--- src/rtl/sc_lock_pkg.sv ---
package sc_lock_pkg;
  typedef enum logic {
    RX_IDLE = 1'b0,
    RX_BUSY = 1'b1
  } rx_state_e;
endpackage

--- src/rtl/sc_lock_edge.sv ---
module sc_lock_edge (
  input  logic clk,
  input  logic rst_n,
  input  logic line_in,
  output logic fall
);
  logic line_q, line_d;

  always_comb begin
    line_d = line_in;
  end

  // Reset value 0: a line held low at reset release gives no edge.
  always_ff @(posedge clk or negedge rst_n) begin
    if (!rst_n) line_q <= 1'b0;
    else        line_q <= line_d;
  end

  assign fall = line_q & ~line_in;
endmodule

--- src/rtl/sc_lock_timer.sv ---
module sc_lock_timer
  import sc_lock_pkg::*;
#(
  parameter int FRAME_BITS = 67,
  parameter int SLOT_CLKS  = 2,
  localparam int IDX_W     = $clog2(FRAME_BITS),
  localparam int PH_W      = (SLOT_CLKS > 1) ? $clog2(SLOT_CLKS) : 1
) (
  input  logic             clk,
  input  logic             rst_n,
  input  logic             lock_en,
  input  logic             start,
  output logic             busy,
  output logic             sample_en,
  output logic             last_slot,
  output logic [IDX_W-1:0] slot_idx
);
  localparam logic [IDX_W-1:0] LAST_IDX = IDX_W'(FRAME_BITS - 1);
  localparam logic [PH_W-1:0]  LAST_PH  = PH_W'(SLOT_CLKS - 1);

  rx_state_e        state_q, state_d;
  logic [PH_W-1:0]  phase_q, phase_d;
  logic [IDX_W-1:0] idx_q, idx_d;
  logic             slot_end;

  assign slot_end = (phase_q == LAST_PH);

  always_comb begin
    state_d = state_q;
    phase_d = phase_q;
    idx_d   = idx_q;
    case (state_q)
      RX_IDLE: begin
        if (lock_en && start) begin
          state_d = RX_BUSY;
          phase_d = '0;
          idx_d   = '0;
        end
      end
      RX_BUSY: begin
        if (!lock_en) begin
          state_d = RX_IDLE;
        end else if (slot_end) begin
          phase_d = '0;
          if (idx_q == LAST_IDX) state_d = RX_IDLE;
          else                   idx_d   = idx_q + IDX_W'(1);
        end else begin
          phase_d = phase_q + PH_W'(1);
        end
      end
      default: state_d = RX_IDLE;
    endcase
  end

  always_ff @(posedge clk or negedge rst_n) begin
    if (!rst_n) begin
      state_q <= RX_IDLE;
      phase_q <= '0;
      idx_q   <= '0;
    end else begin
      state_q <= state_d;
      phase_q <= phase_d;
      idx_q   <= idx_d;
    end
  end

  assign busy      = (state_q == RX_BUSY);
  assign sample_en = busy && lock_en && slot_end;
  assign last_slot = sample_en && (idx_q == LAST_IDX);
  assign slot_idx  = idx_q;

  assert_disable_idle_R10: assert property (@(posedge clk) disable iff (!rst_n)
    !lock_en |=> (state_q == RX_IDLE));

  assert_idx_range_R3: assert property (@(posedge clk) disable iff (!rst_n)
    busy |-> (idx_q <= LAST_IDX));
endmodule

--- src/rtl/sc_lock_fields.sv ---
module sc_lock_fields #(
  parameter int FRAME_BITS = 67,
  parameter int INC_W      = 22,
  parameter int INC_POS    = 14,
  parameter int SEQ_POS    = 40,
  parameter int CLR_POS    = 46,
  localparam int IDX_W     = $clog2(FRAME_BITS)
) (
  input  logic             clk,
  input  logic             rst_n,
  input  logic             sample_en,
  input  logic             last_slot,
  input  logic [IDX_W-1:0] slot_idx,
  input  logic             bit_in,
  output logic [INC_W-1:0] inc,
  output logic             seq,
  output logic             clr,
  output logic             load
);
  logic [INC_W-1:0] inc_sh_q, inc_sh_d;
  logic             seq_sh_q, seq_sh_d;
  logic             clr_sh_q, clr_sh_d;
  logic [INC_W-1:0] inc_q, inc_d;
  logic             seq_q, seq_d, clr_q, clr_d, load_q, load_d;

  // Most significant increment bit travels first.
  for (genvar i = 0; i < INC_W; i++) begin : g_inc_bit
    localparam int SLOT = INC_POS + INC_W - 1 - i;
    assign inc_sh_d[i] = (sample_en && slot_idx == IDX_W'(SLOT)) ? bit_in : inc_sh_q[i];
  end

  always_comb begin
    seq_sh_d = (sample_en && slot_idx == IDX_W'(SEQ_POS)) ? bit_in : seq_sh_q;
    clr_sh_d = (sample_en && slot_idx == IDX_W'(CLR_POS)) ? bit_in : clr_sh_q;
    load_d   = last_slot;
    clr_d    = last_slot && clr_sh_d;
    inc_d    = last_slot ? inc_sh_d : inc_q;
    seq_d    = last_slot ? seq_sh_d : seq_q;
  end

  always_ff @(posedge clk or negedge rst_n) begin
    if (!rst_n) begin
      inc_sh_q <= '0;
      seq_sh_q <= 1'b0;
      clr_sh_q <= 1'b0;
      inc_q    <= '0;
      seq_q    <= 1'b0;
      clr_q    <= 1'b0;
      load_q   <= 1'b0;
    end else begin
      inc_sh_q <= inc_sh_d;
      seq_sh_q <= seq_sh_d;
      clr_sh_q <= clr_sh_d;
      inc_q    <= inc_d;
      seq_q    <= seq_d;
      clr_q    <= clr_d;
      load_q   <= load_d;
    end
  end

  assign inc  = inc_q;
  assign seq  = seq_q;
  assign clr  = clr_q;
  assign load = load_q;

  assert_load_single_R3: assert property (@(posedge clk) disable iff (!rst_n)
    load_q |=> !load_q);

  assert_clear_with_load_R6: assert property (@(posedge clk) disable iff (!rst_n)
    clr_q |-> load_q);

  assert_hold_between_loads_R11: assert property (@(posedge clk) disable iff (!rst_n)
    !load_q |-> ($stable(inc_q) && $stable(seq_q)));
endmodule

--- src/rtl/sc_lock_rx.sv ---
module sc_lock_rx #(
  parameter int FRAME_BITS = 67,
  parameter int SLOT_CLKS  = 2,
  parameter int INC_W      = 22,
  parameter int INC_POS    = 14,
  parameter int SEQ_POS    = 40,
  parameter int CLR_POS    = 46,
  parameter int LOW_BITS   = 10,
  localparam int IDX_W     = $clog2(FRAME_BITS),
  localparam int WORD_W    = INC_W + LOW_BITS
) (
  input  logic              clk,
  input  logic              rst_n,
  input  logic              lock_en,
  input  logic              lock_sdi,
  output logic [INC_W-1:0]  sc_inc,
  output logic [WORD_W-1:0] sc_word,
  output logic              sc_load,
  output logic              seq_invert,
  output logic              dds_clear
);
  logic             fall, busy, sample_en, last_slot;
  logic [IDX_W-1:0] slot_idx;

  sc_lock_edge u_edge (
    .clk     (clk),
    .rst_n   (rst_n),
    .line_in (lock_sdi),
    .fall    (fall)
  );

  sc_lock_timer #(
    .FRAME_BITS (FRAME_BITS),
    .SLOT_CLKS  (SLOT_CLKS)
  ) u_timer (
    .clk       (clk),
    .rst_n     (rst_n),
    .lock_en   (lock_en),
    .start     (fall),
    .busy      (busy),
    .sample_en (sample_en),
    .last_slot (last_slot),
    .slot_idx  (slot_idx)
  );

  sc_lock_fields #(
    .FRAME_BITS (FRAME_BITS),
    .INC_W      (INC_W),
    .INC_POS    (INC_POS),
    .SEQ_POS    (SEQ_POS),
    .CLR_POS    (CLR_POS)
  ) u_fields (
    .clk       (clk),
    .rst_n     (rst_n),
    .sample_en (sample_en),
    .last_slot (last_slot),
    .slot_idx  (slot_idx),
    .bit_in    (lock_sdi),
    .inc       (sc_inc),
    .seq       (seq_invert),
    .clr       (dds_clear),
    .load      (sc_load)
  );

  assign sc_word = {sc_inc, {LOW_BITS{1'b0}}};

  assert_load_after_busy_R3: assert property (@(posedge clk) disable iff (!rst_n)
    sc_load |-> $past(busy));

  assert_word_tracks_inc_R9: assert property (@(posedge clk) disable iff (!rst_n)
    !sc_load |-> $stable(sc_word));
endmodule

--- config.mk ---
export PLATFORM = sky130hd
export DESIGN_NAME = sc_lock_rx
export DESIGN_NICKNAME = d
export VERILOG_FILES = /design/src/rtl/sc_lock_pkg.sv /design/src/rtl/sc_lock_edge.sv /design/src/rtl/sc_lock_timer.sv /design/src/rtl/sc_lock_fields.sv /design/src/rtl/sc_lock_rx.sv
export SDC_FILE = /design/constraint.sdc
export NUM_CORES = 1
export LEC_CHECK = 0
export BUFFER_PORTS_ARGS = -buffer_cell sky130_fd_sc_hd__clkbuf_2
export CAP_MARGIN = 15
export CELL_PAD_IN_SITES_DETAIL_PLACEMENT = 1
export CELL_PAD_IN_SITES_GLOBAL_PLACEMENT = 2
export CORE_MARGIN = 3
export CORE_UTILIZATION = 33
export CTS_CLUSTER_DIAMETER = 50
export CTS_CLUSTER_SIZE = 24
export DETAILED_ROUTE_END_ITERATION = 12
export PLACE_DENSITY = 0.77
export SYNTH_ARGS = -nofsm -noshare
export SYNTH_HDL_FRONTEND = slang
export SYNTH_SLANG_ARGS = --single-unit
--- constraint.sdc ---
create_clock -name clk -period 2 [get_ports clk]
set_input_delay 0 -clock clk [delete_from_list [all_inputs] [get_ports clk]]
set_output_delay 0 -clock clk [all_outputs]
set_load 0.005 [all_outputs]
=== Yosys cells after proc, flatten, opt, wreduce, memory -nomap -nowiden ===
Index checks and enable logic that the tools add are counted.

* Output and inout port bits: 57
* Logic and storage cells: 114
* Input bits: 4
* Register bits after elaboration: 59

* Reductions and logical operators: 31
* Equal/unequal tests: 29
* Bitwise operators: 3
* Mux-type cells: 38
* Add/sub/neg operators: 2

{| class="wikitable"
|+ Operators by type and width
! cell !! count
|-
| $eq 7x5->1 const B || 16
|-
| $eq 7x6->1 const B || 6
|-
| $mux 1 || 31
|-
| $logic_and 1x1->1 || 29
|-
| $mux 7 || 4
|-
| $eq 7x4->1 const B || 2
|-
| $pmux 7 s2 || 1
|-
| $add 7x1->7 const B || 1
|-
| $eq 7x7->1 const B || 1
|-
| $ne 2x2->1 const B || 3
|-
| $pmux 1 s2 || 2
|-
| $reduce_and 4->1 || 1
|-
| $ne 2x1->1 const B || 1
|-
| $not 1->1 || 2
|-
| $reduce_and 2->1 || 1
|-
| $add 1x1->1 const B || 1
|-
| $and 1x1->1 || 1
|}

=== Logic depth before layout (Yosys ltp) ===
* Depth after elaboration: 5
* Mapped depth: 7

=== Hierarchy ===
Synthesis repeated with hierarchy kept, for this count alone.

* Cells, all modules: 315
* Area, all modules: 3143.0 um^2

{| class="wikitable"
|+ By module, submodules not included
! module !! sequential area each (um^2) !! area an instance (um^2) !! cells an instance !! times used
|-
| sc_lock_fields || 1226.2 || 2326.0 || 225 || 1
|-
| sc_lock_timer || 225.2 || 534.3 || 55 || 1
|-
| sc_lock_rx || 0.0 || 244.0 || 33 || 1
|-
| sc_lock_edge || 25.0 || 38.8 || 2 || 1
|}

=== Worst setup path after synthesis ===
No wires, ideal clock.

* Path kind: register to register
* Start point: register u_timer.idx_q[0] (netlist: u_timer.slot_idx[0])
* End point: register u_fields.inc_q[0] (netlist: u_fields.inc[0])
* Arrival time: 1.664 ns
* Cell stages (with the launch flop): 6
* Path slack: 0.211 ns
* Setup time: 0.125 ns
* Cells stage by stage: dfrtp_1 > inv_1 > ha_1 > nand4bb_1 > nor3_4 > mux2_2

* Word-level cells in the longest chain between the ends: 3

{| class="wikitable"
|+ Ends and longest elaborated chain
! item !! RTL line !! source
|-
| start, declared || sc_lock_timer.sv:23 || <nowiki>logic [IDX_W-1:0] idx_q, idx_d;</nowiki>
|-
| start signal, assigned || sc_lock_timer.sv:63 || <nowiki>idx_q <= idx_d;</nowiki>
|-
| $eq 7x6->1 || sc_lock_fields.sv:29 || <nowiki>assign inc_sh_d[i] = (sample_en && slot_idx == IDX_W'(SLOT)) ? bit_in : inc_sh_q[i];</nowiki>
|-
| $logic_and 1x1->1 || sc_lock_fields.sv:29 ||
|-
| $mux 1 || sc_lock_fields.sv:29 ||
|-
| end signal, assigned || sc_lock_fields.sv:54 || <nowiki>inc_q <= inc_d;</nowiki>
|-
| end, declared || sc_lock_fields.sv:23 || <nowiki>logic [INC_W-1:0] inc_q, inc_d;</nowiki>
|}

Several ways; a longest one is shown, not always the timed one.
A chain may end at the register's enable or synchronous reset.

=== Worst setup path in the final report ===
* Start point: register u_timer.idx_q[0] (netlist: u_timer.slot_idx[0])
* End point: register u_fields.clr_q (netlist: u_fields.clr)

* Word-level cells in the longest chain between the ends: 4

{| class="wikitable"
|+ Ends and longest elaborated chain
! item !! RTL line !! source
|-
| $eq 7x6->1 || sc_lock_fields.sv:34 || <nowiki>clr_sh_d = (sample_en && slot_idx == IDX_W'(CLR_POS)) ? bit_in : clr_sh_q;</nowiki>
|-
| $logic_and 1x1->1 || sc_lock_fields.sv:34 ||
|-
| $mux 1 || sc_lock_fields.sv:34 ||
|-
| via u_fields.clr_sh_d || sc_lock_fields.sv:22 || <nowiki>logic clr_sh_q, clr_sh_d;</nowiki>
|-
| $logic_and 1x1->1 || sc_lock_fields.sv:36 || <nowiki>clr_d = last_slot && clr_sh_d;</nowiki>
|-
| via u_fields.clr_d || sc_lock_fields.sv:24 || <nowiki>logic seq_q, seq_d, clr_q, clr_d, load_q, load_d;</nowiki>
|-
| end signal, assigned || sc_lock_fields.sv:56 || <nowiki>clr_q <= clr_d;</nowiki>
|-
| end, declared || sc_lock_fields.sv:24 ||
|}

The timed path passes the listed nets, and every way through them passes these cells.

==> reports/results.ini <==
[final_layout]
multiInputGateArea_um2=1050
regArea_um2=1480
nets=330
utilization_pct=40.2
syn2layout_area_growth_pct=17.6
antennaDiodeCount=0
final_cell_mix=dfrtp_1, clkbuf_2, o21ai_0
nFillCells=948
final_common_cell=dfrtp_1
stdcell_area_um2=3340
drive_above_1_share_pct=29.7

[sta]
tns_ps=0
period_share_pct=95.8
slew_violations=0
finalHoldViolCount=0
fmax_mhz=522
max_slew_margin_pct=58.8
period_needed_ps=1920
grt_setup_unrepaired=true
fin_ws_ps=83.1
setup-violations-final=0
tightest_slew_ps=618
skew_ps=10.4

[floorplan]
ios=61
dieArea_um2=9750
start_util_pct=34.2
die_w_um=98.8
std_cell_rows=33
die_h_um=98.8
core_area_um2=8300

[placement]
io_buffers=50
dp_hpwl_um=4770
preCtsSetupSlack_ps=-4.37
place_area_um2=3070
gp_congestion=0.752

[worst_hold_path]
hold_path.class=input pin to flop

[synthesis]
synth_cell_types=43
ys_seq_area_share_pct=52.0
synth-edff-count=0
synth-compound-area-share_pct=15.8
syn_inst=282
synth_fa_ha_area_share_pct=1.76
syn_avg_cell_area_um2=10.1
synth-xor-area-share_pct=0
muxShareOfSynthArea_pct=2.69
synthFlopType=dfrtp_1
netlist_area_um2=2840
ys_ff_latch=59
yosys_warnings=0
async_flop_share_pct=100
yosys.area_share.simple_pct=14.7
synth_top_family_by_area=compound AO/OA/AOI/OAI gates

[cts]
htreeDepth=3
path_clk_slew_ps=80
clock_sinks=59
cts_buffers=9
cts_tree=yes
cts-root-buf=clkbuf_8
clk_path_buf_depth=2
clk_latency_ps=340

[pwr]
vdd.ir_drop.worst_v=0.000393
power.leakage_nw=1.66
pwr-share-comb_pct=14.5
internal_power_mw=2.09
pwr-share-clk_pct=42.5
switchingPower_mw=0.823
power.total_mw=2.91
switching_share_pct=28.3
share_seq_of_total_power_pct=43.1
power.density_nw_per_um2=871

[worst_setup_path]
slowest_stage=dfrtp_1
path_class=flop to flop
cp_max_fo=5
cp_data_required_time_ps=2240
cp-start-kind=flop
crit_arrival_ps=2160
worst_setup_path_end_kind=flop
critPathMaxStageDelay_ps=430
cp_cell_sequence=inv_1 -> ha_1 -> buf_4 -> nand3_1 -> nor4_1 -> mux2_2 -> and2_1

[detailed_routing]
dr.pass1.iters=4
wl_met3_um=234
wl_per_cell_um=14.8
vias=2066
postRouteAntennaNets=0
drt-initial-drc-count=64
drt-total-wl_um=6390
routed_via_density=4.78
top_layer_used=met4
drc_errors=0
wl_met1_um=3000
met2_length_um=3100

[global_route]
first_global_vias=2082
grt_antenna_before_repair=0
grt_remaining_overflow=0
grt_start_max_net_pins=38
grt_pass1_wl_um=10600
track_usage_pct=13.9

[flow_run]
drv_cap=0

[outcome]
status=complete, no violations

-- cell type report --
type / instances / share of cell area [%]
clock buffer: 10 / 4.12
multi-input combinational: 174 / 31.6
clock inverter: 6 / 2.66
timing repair buffer: 67 / 12.2
tap: 105 / 3.94
sequential: 59 / 44.2
inverter: 11 / 1.24
-- synthesized netlist by cell type (3+ instances only) --
cell type | number | share of area (%)
nor2_1 | 21 | 2.8
o2bb2ai_1 | 5 | 1.5
or3_1 | 6 | 1.3
or2_2 | 3 | 0.66
and3_1 | 4 | 0.88
buf_4 | 34 | 9.0
nand4_1 | 4 | 0.88
a21oi_1 | 21 | 3.7
ha_1 | 4 | 1.8
mux2_2 | 5 | 2.0
inv_1 | 11 | 1.5
nand2_1 | 16 | 2.1
nand3_1 | 6 | 1.1
dfrtp_1 | 59 | 52
a211o_1 | 3 | 0.93
buf_2 | 5 | 0.88
clkbuf_1 | 6 | 0.79
o21ai_0 | 38 | 6.7
-- stage by stage --
step / cells / hold WS (ps)
CTS: 432 / 79.8
detailed placement: 414 / 44.6
global placement: 414 / 41.6
finish: 432 / 89.3
global route: 432 / 117
floorplan: 291 / -296
-- final timing paths --
path / start / endpoint / slack (ps) / cells past startpoint
worst max-delay path: u_timer.slot_idx[0] / u_fields.clr / 80 / 7
worst min-delay path: lock_en / u_timer.busy / 90 / 3
worst max register to register: u_timer.slot_idx[0] / u_fields.clr / 80 / 7
worst min register to register: u_fields.inc_sh_q[13] / u_fields.inc_sh_q[13] / 500 / 2
max in group asynchronous: rst_n / u_timer.slot_idx[4] / 1190 / 3
min in group asynchronous: rst_n / u_fields.load / 200 / 2
-- registers in the layout, summed over array words and instances (netlist names) --
signal,count
u_fields.inc,22
u_fields.inc_sh_q,22
u_timer.slot_idx,7
u_edge.line_q,1
u_fields.clr,1
u_fields.clr_sh_q,1
u_fields.load,1
u_fields.seq,1
u_fields.seq_sh_q,1
u_timer.busy,1
u_timer.phase_q,1
-- power by group through the flow --
| stage | clock [mW] | combinational [mW] | sequential, mW |
|---|---|---|---|
| final | 1.24 | 0.420 | 1.25 |
| after global routing | 1.35 | 0.473 | 1.26 |
| after CTS | 1.28 | 0.424 | 1.25 |
| after detailed placement | 0 | 0.418 | 1.28 |
| after global placement | 0 | 0.410 | 1.27 |
| after floorplan | 0 | 0.284 | 1.27 |
-- routing by layer --
metal,vias up,GRT usage [%]
li1,1014,-
met1,1005,18.2
met2,39,22.0
met3,8,4.67
met4,0,4.10
met5,-,0
-- cell families after synthesis --
kind of cell	after synthesis
other	1
adders and majority gates	4
buffers and inverters	58
muxes	7
and+or+nand+nor	75
AOI/OAI and AO/OA	78
DFF	59
-- critical path, delay by kind of cell (launching register included) --
family        cells  cell delay, ps
simple gates      3             480
fa+ha+maj         1             230
mux               1             380
buf+inv           2             290
flops             1             430
-- timing repair --
action	in CTS	in global routing
hold endpoints to repair	23	0
hold buffers	2	0
resized for setup	1	7
setup endpoints to repair	1	11
pin swaps	0	0
setup buffers	0	0
Note: power is estimated with default switching activity, not from simulation.
